==> src/rtl/lpw_pkg.sv <==
package lpw_pkg;

  typedef enum logic [2:0] {
    MODE_NORMAL   = 3'd0,
    MODE_NORM_REQ = 3'd1,
    MODE_RESET    = 3'd2,
    MODE_LP_OFF   = 3'd3,
    MODE_LP_ON    = 3'd4
  } mode_e;

  localparam logic [15:0] CMD_WAKE_REQ = 16'h5C10;
  localparam logic [15:0] CMD_NORMAL   = 16'h5C08;
  localparam logic [15:0] CMD_LP_OFF   = 16'h5C20;
  localparam logic [15:0] CMD_LP_ON    = 16'h5C40;
  localparam logic [15:0] CMD_WD_KICK  = 16'h5C80;
  localparam logic [7:0]  CMD_CLR_HI   = 8'h5A;
  localparam logic [7:0]  CMD_CFG_HI   = 8'h59;

  localparam int FLAG_CAN  = 0;
  localparam int FLAG_IO   = 2;
  localparam int FLAG_SPI  = 5;
  localparam int FLAG_OC   = 6;
  localparam int FLAG_WDOG = 7;
  localparam int NUM_EVT   = 5;

  // strobes from control to datapath
  typedef struct packed {
    logic inLowPower;
    logic inLpOn;
    logic inReset;
    logic startIrq;
    logic setWdFlag;
  } ctrlStb_t;

  // conditions reported by the datapath
  typedef struct packed {
    logic wakeHit;
    logic wdExpired;
    logic resetDone;
    logic entryOk;
    logic cmdNormal;
    logic cmdLpOff;
    logic cmdLpOn;
  } dpStat_t;

endpackage

==> src/rtl/lpwDatapath.sv <==
module lpwDatapath
  import lpw_pkg::*;
#(
  parameter int TICK_CLKS  = 250000,
  parameter int WDOG_MS    = 64,
  parameter int RST_CYCLES = 16,
  parameter int IRQ_CYCLES = 100
) (
  input  logic                 clk,
  input  logic                 rstN,
  input  logic                 spiWrValid,
  input  logic [15:0]          spiWrData,
  input  logic [NUM_EVT-1:0]   wakeEvt,
  input  logic                 ocFlag,
  input  ctrlStb_t             stb,
  output dpStat_t              stat,
  output logic [7:0]           wakeFlags,
  output logic                 irqN
);

  localparam int TICK_W = (TICK_CLKS > 1) ? $clog2(TICK_CLKS) : 1;
  localparam int WD_W   = $clog2(WDOG_MS + 1);
  localparam int RST_W  = (RST_CYCLES > 1) ? $clog2(RST_CYCLES) : 1;
  localparam int IRQ_W  = $clog2(IRQ_CYCLES + 1);

  // command decode
  logic cmdWake, cmdKick, cmdClr, cmdCfg;
  assign cmdWake        = spiWrValid && (spiWrData == CMD_WAKE_REQ);
  assign cmdKick        = spiWrValid && (spiWrData == CMD_WD_KICK);
  assign cmdClr         = spiWrValid && (spiWrData[15:8] == CMD_CLR_HI);
  assign cmdCfg         = spiWrValid && (spiWrData[15:8] == CMD_CFG_HI);
  assign stat.cmdNormal = spiWrValid && (spiWrData == CMD_NORMAL);
  assign stat.cmdLpOff  = spiWrValid && (spiWrData == CMD_LP_OFF);
  assign stat.cmdLpOn   = spiWrValid && (spiWrData == CMD_LP_ON);

  // configuration
  logic       cfgWdEn;
  logic [1:0] cfgOcSel;
  always_ff @(posedge clk or negedge rstN) begin
    if (!rstN) begin
      cfgWdEn  <= 1'b0;
      cfgOcSel <= 2'd0;
    end else if (cmdCfg) begin
      cfgWdEn  <= spiWrData[4];
      cfgOcSel <= spiWrData[1:0];
    end
  end

  // millisecond tick
  logic [TICK_W-1:0] tickCnt;
  logic              tick;
  assign tick = (tickCnt == TICK_W'(TICK_CLKS - 1));
  always_ff @(posedge clk or negedge rstN) begin
    if (!rstN)     tickCnt <= '0;
    else if (tick) tickCnt <= '0;
    else           tickCnt <= tickCnt + 1'b1;
  end

  // overcurrent duration filter
  logic [5:0] ocLimit, ocCnt;
  logic       ocPrev, ocExpired, ocShort;
  assign ocLimit   = 6'd4 << cfgOcSel;
  assign ocExpired = stb.inLpOn && ocFlag && (ocCnt >= ocLimit);
  assign ocShort   = stb.inLpOn && ocPrev && !ocFlag && (ocCnt < ocLimit);
  always_ff @(posedge clk or negedge rstN) begin
    if (!rstN) begin
      ocCnt  <= '0;
      ocPrev <= 1'b0;
    end else begin
      ocPrev <= ocFlag && stb.inLpOn;
      if (!stb.inLpOn || !ocFlag)      ocCnt <= '0;
      else if (tick && ocCnt < ocLimit) ocCnt <= ocCnt + 1'b1;
    end
  end

  // low-power watchdog
  logic [WD_W-1:0] wdCnt;
  logic            wdKick;
  assign wdKick         = cmdKick || ocShort;
  assign stat.wdExpired = stb.inLpOn && cfgWdEn && (wdCnt == WD_W'(WDOG_MS));
  always_ff @(posedge clk or negedge rstN) begin
    if (!rstN)                                 wdCnt <= '0;
    else if (!stb.inLpOn || !cfgWdEn || wdKick) wdCnt <= '0;
    else if (tick && !stat.wdExpired)           wdCnt <= wdCnt + 1'b1;
  end

  // wake detection
  logic evtHit;
  assign evtHit       = stb.inLowPower && (|wakeEvt);
  assign stat.wakeHit = evtHit || (stb.inLpOn && (cmdWake || ocExpired));

  // wake-source flags
  logic [7:0] flagsNext;
  always_comb begin
    flagsNext = wakeFlags;
    if (cmdClr)                 flagsNext = flagsNext & ~spiWrData[7:0];
    if (stb.inLowPower)         flagsNext[NUM_EVT-1:0] = flagsNext[NUM_EVT-1:0] | wakeEvt;
    if (stb.inLpOn && cmdWake)  flagsNext[FLAG_SPI] = 1'b1;
    if (ocExpired)              flagsNext[FLAG_OC] = 1'b1;
    if (stb.setWdFlag)          flagsNext[FLAG_WDOG] = 1'b1;
  end
  always_ff @(posedge clk or negedge rstN) begin
    if (!rstN) wakeFlags <= '0;
    else       wakeFlags <= flagsNext;
  end
  assign stat.entryOk = !wakeFlags[FLAG_CAN] && !wakeFlags[FLAG_IO];

  // reset dwell counter
  logic [RST_W-1:0] rstCnt;
  assign stat.resetDone = (rstCnt == RST_W'(RST_CYCLES - 1));
  always_ff @(posedge clk or negedge rstN) begin
    if (!rstN)            rstCnt <= '0;
    else if (stb.inReset) rstCnt <= rstCnt + 1'b1;
    else                  rstCnt <= '0;
  end

  // interrupt pulse
  logic [IRQ_W-1:0] irqCnt;
  assign irqN = (irqCnt == '0);
  always_ff @(posedge clk or negedge rstN) begin
    if (!rstN)             irqCnt <= '0;
    else if (stb.startIrq) irqCnt <= IRQ_W'(IRQ_CYCLES);
    else if (!irqN)        irqCnt <= irqCnt - 1'b1;
  end

endmodule

==> src/rtl/lpwCtrl.sv <==
module lpwCtrl
  import lpw_pkg::*;
(
  input  logic     clk,
  input  logic     rstN,
  input  logic     failSafeReq,
  input  dpStat_t  stat,
  output ctrlStb_t stb,
  output logic     enMain,
  output logic     enCan,
  output logic     enAux,
  output logic [2:0] modeState
);

  mode_e state, stateNext;

  always_comb begin
    stateNext = state;
    unique case (state)
      MODE_RESET:
        if (stat.resetDone) stateNext = MODE_NORM_REQ;
      MODE_NORM_REQ:
        if (failSafeReq)         stateNext = MODE_LP_OFF;
        else if (stat.cmdNormal) stateNext = MODE_NORMAL;
      MODE_NORMAL:
        if (failSafeReq)                          stateNext = MODE_LP_OFF;
        else if (stat.cmdLpOff && stat.entryOk)   stateNext = MODE_LP_OFF;
        else if (stat.cmdLpOn && stat.entryOk)    stateNext = MODE_LP_ON;
      MODE_LP_OFF:
        if (stat.wakeHit) stateNext = MODE_RESET;
      MODE_LP_ON:
        if (stat.wdExpired)    stateNext = MODE_RESET;
        else if (stat.wakeHit) stateNext = MODE_NORM_REQ;
      default: stateNext = MODE_RESET;
    endcase
  end

  always_ff @(posedge clk or negedge rstN) begin
    if (!rstN) state <= MODE_RESET;
    else       state <= stateNext;
  end

  assign stb.inLowPower = (state == MODE_LP_OFF) || (state == MODE_LP_ON);
  assign stb.inLpOn     = (state == MODE_LP_ON);
  assign stb.inReset    = (state == MODE_RESET);
  assign stb.setWdFlag  = stb.inLpOn && stat.wdExpired;
  assign stb.startIrq   = stb.inLpOn && !stat.wdExpired && stat.wakeHit;

  assign enMain    = (state != MODE_LP_OFF);
  assign enCan     = (state == MODE_NORMAL) || (state == MODE_NORM_REQ);
  assign enAux     = enCan;
  assign modeState = state;

endmodule

==> src/rtl/lpWakeCtrl.sv <==
module lpWakeCtrl
  import lpw_pkg::*;
#(
  parameter int TICK_CLKS  = 250000,
  parameter int WDOG_MS    = 64,
  parameter int RST_CYCLES = 16,
  parameter int IRQ_CYCLES = 100
) (
  input  logic        clk,
  input  logic        rstN,
  input  logic        spiWrValid,
  input  logic [15:0] spiWrData,
  input  logic        canWake,
  input  logic        linWake,
  input  logic        ioWake,
  input  logic        cyclicWake,
  input  logic        timerWake,
  input  logic        failSafeReq,
  input  logic        ocFlag,
  output logic        enMain,
  output logic        enCan,
  output logic        enAux,
  output logic        irqN,
  output logic [7:0]  wakeFlags,
  output logic [2:0]  modeState
);

  ctrlStb_t stb;
  dpStat_t  stat;
  logic [NUM_EVT-1:0] wakeEvt;
  assign wakeEvt = {timerWake, cyclicWake, ioWake, linWake, canWake};

  lpwCtrl i_ctrl (
    .clk(clk), .rstN(rstN), .failSafeReq(failSafeReq), .stat(stat), .stb(stb),
    .enMain(enMain), .enCan(enCan), .enAux(enAux), .modeState(modeState)
  );

  lpwDatapath #(
    .TICK_CLKS(TICK_CLKS), .WDOG_MS(WDOG_MS),
    .RST_CYCLES(RST_CYCLES), .IRQ_CYCLES(IRQ_CYCLES)
  ) i_dp (
    .clk(clk), .rstN(rstN), .spiWrValid(spiWrValid), .spiWrData(spiWrData),
    .wakeEvt(wakeEvt), .ocFlag(ocFlag), .stb(stb), .stat(stat),
    .wakeFlags(wakeFlags), .irqN(irqN)
  );

endmodule

==> config.mk <==
export PLATFORM = sky130hd
export DESIGN_NAME = lpWakeCtrl
export DESIGN_NICKNAME = d
export VERILOG_FILES = /design/src/rtl/lpw_pkg.sv /design/src/rtl/lpwDatapath.sv /design/src/rtl/lpwCtrl.sv /design/src/rtl/lpWakeCtrl.sv
export SDC_FILE = /design/constraint.sdc
export NUM_CORES = 1
export LEC_CHECK = 0
export BUFFER_PORTS_ARGS = -buffer_cell sky130_fd_sc_hd__buf_4
export CORE_ASPECT_RATIO = 1.4
export CORE_UTILIZATION = 35
export CTS_CLUSTER_DIAMETER = 40
export DETAILED_ROUTE_END_ITERATION = 16
export PLACE_DENSITY = 0.63
export SLEW_MARGIN = 15
export SYNTH_ARGS = -nofsm -noshare
export SYNTH_HDL_FRONTEND = slang
export SYNTH_SLANG_ARGS = --single-unit
==> constraint.sdc <==
create_clock -name clk -period 6.8 [get_ports clk]
set_input_delay 0.68 -clock clk [delete_from_list [all_inputs] [get_ports clk]]
set_output_delay 0.68 -clock clk [all_outputs]
set_load 0.1 [all_outputs]
# Word level (Yosys, flattened, before mapping)
# Cells that the tools add are included.
[classes]
shift = 1
n_mux = 23
n_addsub = 5
bitwise_logic = 3
magnitude_cmp = 2
n_reduce_logical = 48
n_eq_ne = 21
[ops]
columns = ["operator", "n"]
rows = [
  ["16-bit by 15-bit equality test with 1-bit output, second input constant", 5],
  ["7-bit two-way mux", 4],
  ["3-bit two-way mux", 9],
  ["1-bit logical AND", 25],
  ["18-bit by 1-bit adder with 18-bit output, second input constant", 1],
  ["18-bit equality test, second input constant", 1],
  ["18-bit two-way mux", 1],
  ["8-bit by 7-bit equality test with 1-bit output, second input constant", 2],
  ["3-bit case mux with 5 select lines", 1],
  ["6-bit two-way mux", 2],
  ["2-bit nonzero test", 5],
  ["8-bit bitwise AND", 1],
  ["1-bit logical OR", 8],
  ["8-bit two-way mux", 1],
  ["8-bit inverter", 1],
  ["7-bit by 1-bit adder with 7-bit output, second input constant", 1],
  ["7-bit equality test, second input constant", 1],
  ["7-bit logical NOT", 1],
  ["7-bit by 1-bit subtractor with 7-bit output, second input constant", 1],
  ["6-bit by 1-bit adder with 6-bit output, second input constant", 1],
  ["3-bit by 2-bit equality test with 1-bit output, second input constant", 2],
  ["6-bit greater-or-equal comparator", 1],
  ["1-bit logical NOT", 6],
  ["6-bit < comparator", 1],
  ["16 further kinds", 21],
]
[word_totals]
regBits = 57
inputBits = 26

# Logic depth before layout (Yosys ltp)
[logic_depth]
ltp_word = 9
ltp_mapped = 8
depth_no_buf = 8

# Modules after synthesis
# From an unflattened synthesis, not the netlist that was laid out.
[hier_totals]
hier_cells = 320
area_unflattened_um2 = 3221.8
[by_module_without_submodules]
columns = ["mod", "area_per_inst_um2", "cells_per_inst", "n_inst"]
rows = [
  ["lpwDatapath", 2901.5, 280, 1],
  ["lpwCtrl", 320.3, 40, 1],
]

# Worst setup path after synthesis
# Ideal clock, no wire load.
[synth_timing]
path_kind = "register to register"
from = "register i_ctrl.state[0], in the netlist i_ctrl.modeState[0]"
to = "register i_ctrl.state[0], in the netlist i_ctrl.modeState[0]"
n_path_buf = 1
setup_time_ns = 0.126
synth_period_minus_slack_ns = 3.610
setup_slack_ns = 3.190
path_stages_with_launch = 8
t_arrival_ns = 3.484
required_ns = 6.674
cell_sequence = "dfrtp_1 clkbuf_8 nand3b_1 nand2_1 a22o_2 a211oi_1 or3b_1 o32a_1"
[synth_between]
elab_chain_len = 8
[synth_rtl]
columns = ["element", "line", "text"]
rows = [
  ["start: declaration", "lpwCtrl.sv:15", "mode_e state, stateNext;"],
  ["start signal: assignment", "lpwCtrl.sv:40", "else state <= stateNext;"],
  ["3-bit equality test", "lpwCtrl.sv:19, lpwCtrl.sv:43, lpwCtrl.sv:44", ""],
  ["1-bit logical AND (2 in series)", "lpwDatapath.sv:63", "assign ocExpired = stb.inLpOn && ocFlag && (ocCnt >= ocLimit);"],
  ["1-bit logical OR", "lpwDatapath.sv:90", "assign stat.wakeHit = evtHit || (stb.inLpOn && (cmdWake || ocExpired));"],
  ["1-bit logical AND", "lpwDatapath.sv:90", ""],
  ["1-bit logical OR", "lpwDatapath.sv:90", ""],
  ["3-bit by 1-bit inequality test with 1-bit output (no line) / 2-bit by 1-bit inequality test with 1-bit output (equally long branches)", "n/a", ""],
  ["5-bit AND reduction (no line)", "n/a", ""],
]
# Parallel ways exist; a longest one is shown, timed or not.
# A chain may end at the register's enable or synchronous reset.

# Final worst setup path
[layout_timing]
from = "register i_dp.tickCnt[10]"
to = "register i_dp.wdCnt[5]"
[layout_between]
elab_chain_len = 3
[layout_rtl]
columns = ["element", "line", "text"]
rows = [
  ["start: declaration", "lpwDatapath.sv:50", "logic [TICK_W-1:0] tickCnt;"],
  ["start signal: assignment", "lpwDatapath.sv:56", "else tickCnt <= tickCnt + 1'b1;"],
  ["18-bit equality test", "lpwDatapath.sv:52", "assign tick = (tickCnt == TICK_W'(TICK_CLKS - 1));"],
  ["1-bit logical AND", "lpwDatapath.sv:84", "else if (tick && !stat.wdExpired) wdCnt <= wdCnt + 1'b1;"],
  ["2-bit nonzero test (no line)", "n/a", ""],
  ["end signal: assignment", "lpwDatapath.sv:84", ""],
  ["end: declaration", "lpwDatapath.sv:77", "logic [WD_W-1:0] wdCnt;"],
]
# Every way passes these cells.

==> results.cfg <==
[run_status]
outcome = completed

[timing]
whs_ns = 0.412
grt_setup_unrepaired = false
hold_violations = 0
period_share = 0.379
fin_tns_setup_ns = 0
worst_slack_ns = 4.22
post-route-min-period_ns = 2.58
max_slew_margin = 0.419
setup_viol = 0
worst_pin_slew_ns = 0.868
clock_skew_ns = 0.00546
slew_viol_final = 0
max_freq_mhz = 388

[grt]
gr-usage-all-layers = 0.156
grt_overflow = 0
antenna_found_initial = 0
grt_pass1_vias = 2460
grt_max_degree = 58
grt_pass1_wl_mm = 11.0

[setup_path]
path_class = reg -> reg
arrival_ns = 2.82
end_kind = flop
startpoint = i_dp.tickCnt[10]$_DFF_PN0_
cp.required_ns = 7.04
crit_path_max_fanout = 13
critPathLaunchType = flop
rr_startpoint = i_dp.tickCnt[10]$_DFF_PN0_

[clock_tree]
clock_latency_ns = 0.32
numClockSinks = 57
post_cts_buffers = 0
root_buffer = clkbuf_16
clk_pin_slew_ns = 0.05
h-tree-depth = 3
cts_buffers = 9
holdBufCountCts = 0
cts_resized = 0
clk_path_buf_depth = 2
cts_tree = done

[layout]
nets = 386
n_antenna_cell = 0
design_area_um2 = 3690
area_delta_synth_final_pct = 21.5
layout-drive-gt1-share = 0.198
final_core_util = 0.445
fillers = 808

[power]
p_int_uw = 732
power_leakage_uw = 0.00162
combPwrFrac = 0.292
ir_drop_mv = 0.338
p_sw_frac = 0.368
p_per_area_nw_per_um2 = 313
power_switching_uw = 426
pwr-share-seq = 0.366
pwr-share-clk = 0.342

[die]
core_um2 = 8300
io_pins = 41
die-height_um = 112
start_util = 0.367
chipWidth_um = 80.8
rows = 39
die-area_um2 = 9070

[drt]
route.detailed.wl_per_inst_um = 14.1
drt_first_pass_iters = 4
route.vias.total = 2392
postRouteAntennaNets = 0
drc = 0
vias_per_cell = 5.26
drt_iter0_markers = 104
drt_wl_total_mm = 6.42

[synthesis]
synth_nets = 339
synthDistinctLibCells = 53
synth_top_area_frac = 0.461
yosys_most_used_dff = dfrtp_1
synthCells = 301
synth_edf_count = 0
yosys.area.top_type = dfrtp_1
synth.top_cells.by_area = dfrtp_1 (46%), ha_1 (4.9%), xnor2_1 (4.6%)
synthArstFlopShare = 1.00
synth_top_cells_by_count = dfrtp_1 (56), nor2_1 (35), nand2_1 (28)
yosysMostFrequentCell = dfrtp_1
seq_area_frac_synth = 0.469
yosysWarnings = 0
syn_area_um2 = 3040
avgSynthCellArea_um2 = 10.1
ys_seq_elements = 57

[place]
place_area_um2 = 3430
gp_congestion = 0.861
dp_slack_ns = 3.99
dp_hpwl_mm = 4.72
portBuffers = 40

[hold_path]
min_path_type = in -> async

[run]
cap_violations = 0
[flip-flops by register name, summed over array words and instances, names as in the netlist]
register          count
i_dp.wakeFlags        8
i_dp.cfgOcSel         2
i_ctrl.modeState      3
i_dp.ocCnt            6
i_dp.ocPrev           1
i_dp.irqCnt           7
i_dp.rstCnt           4
i_dp.cfgWdEn          1
i_dp.wdCnt            7
i_dp.tickCnt         18
[worst paths after layout]
check / end / depth (start not counted) / slack (ns)
setup reg to reg: i_dp.wdCnt[5]$_DFFE_PN0P_ / 6 / 4.22
max in group asynchronous: i_dp.wdCnt[4]$_DFFE_PN0P_ / 1 / 5.90
setup / recovery: i_dp.wdCnt[5]$_DFFE_PN0P_ / 6 / 4.22
hold reg to reg: i_dp.tickCnt[0]$_DFF_PN0_ / 1 / 0.45
min in group clk: i_dp.tickCnt[0]$_DFF_PN0_ / 1 / 0.45
hold / removal: i_dp.irqCnt[0]$_DFFE_PN0P_ / 1 / 0.41
[metal layers]
metal	vias up	routed length, um	part of all wire	GRT usage
met2	35	3250	0.51	0.270
met3	15	162	0.025	0.0260
met4	0	167	0.026	0.0786
met1	1182	2840	0.44	0.183
met5	-	0	0	0
li1	1160	-	-	-
[power groups by stage]
| stage | clock network, uW | registers (uW) | logic [uW] |
|---|---|---|---|
| floorplan | 0 | 456 | 241 |
| global placement | 0 | 426 | 331 |
| detailed placement | 0 | 430 | 337 |
| CTS | 404 | 424 | 340 |
| global route | 417 | 429 | 365 |
| finish | 396 | 423 | 338 |
[metrics by stage]
step                      total power, uW  instances
after floorplan                       697        301
after global placement                757        439
after detailed placement              766        439
after CTS                            1170        455
after global routing                 1210        455
final                                1160        455
[logic make-up (layout without fill, tap and decap cells)]
kind of cell	Yosys count	after routing	synth area share
xor+xnor	31	31	0.0893
simple gates	143	143	0.262
buf+inv	17	69	0.0288
mux	5	5	0.0177
compound gates	36	36	0.0835
flops	57	57	0.469
fa+ha+maj	12	12	0.0494
[worst max-delay path: stages, from the launching register on]
cell     delay, ns
dfrtp_1       0.44
nor4b_1       0.39
nand3_1       0.18
nor2_1        0.70
nand4_1       0.25
or3_1         0.39
a21oi_1       0.14
[cells in the final DEF (no fill, tap or decap), types with 2 or more instances in the layout]
master,Yosys,final
xnor2_1,16,16
xor2_1,15,15
dfrtp_1,56,56
ha_1,12,12
a21oi_1,6,6
and4_1,3,3
nor3b_1,2,2
nor2_1,35,35
or3b_1,2,2
nor3_1,12,12
clkinvlp_4,0,2
nand2_1,28,28
clkinv_2,0,4
or4_1,2,2
a22o_1,6,6
o21ai_0,8,8
nor4b_1,4,4
buf_4,1,40
nor4_1,2,2
mux2_2,3,3
and3_1,5,5
and2_1,3,3
and2b_2,2,2
mux2i_1,2,2
nand4_1,7,7
or3_1,4,4
a31oi_1,3,3
inv_1,13,13
nand3_1,13,13
a211oi_1,2,2
nand3b_1,6,6
clkbuf_16,0,9
nor4bb_1,2,2
nand2b_1,3,3
[final cells by class]
type	count	area, um^2	share of cell area
multi-input cells	227	1530	0.413
flip-flops and latches	57	1430	0.386
repair buffers	40	300	0.0813
clock buffers	10	229	0.0620
well taps	102	128	0.0345
inverters	13	48.8	0.0132
clock inverters	6	35.0	0.00948
No activity file was read; power rests on OpenSTA's default activity.
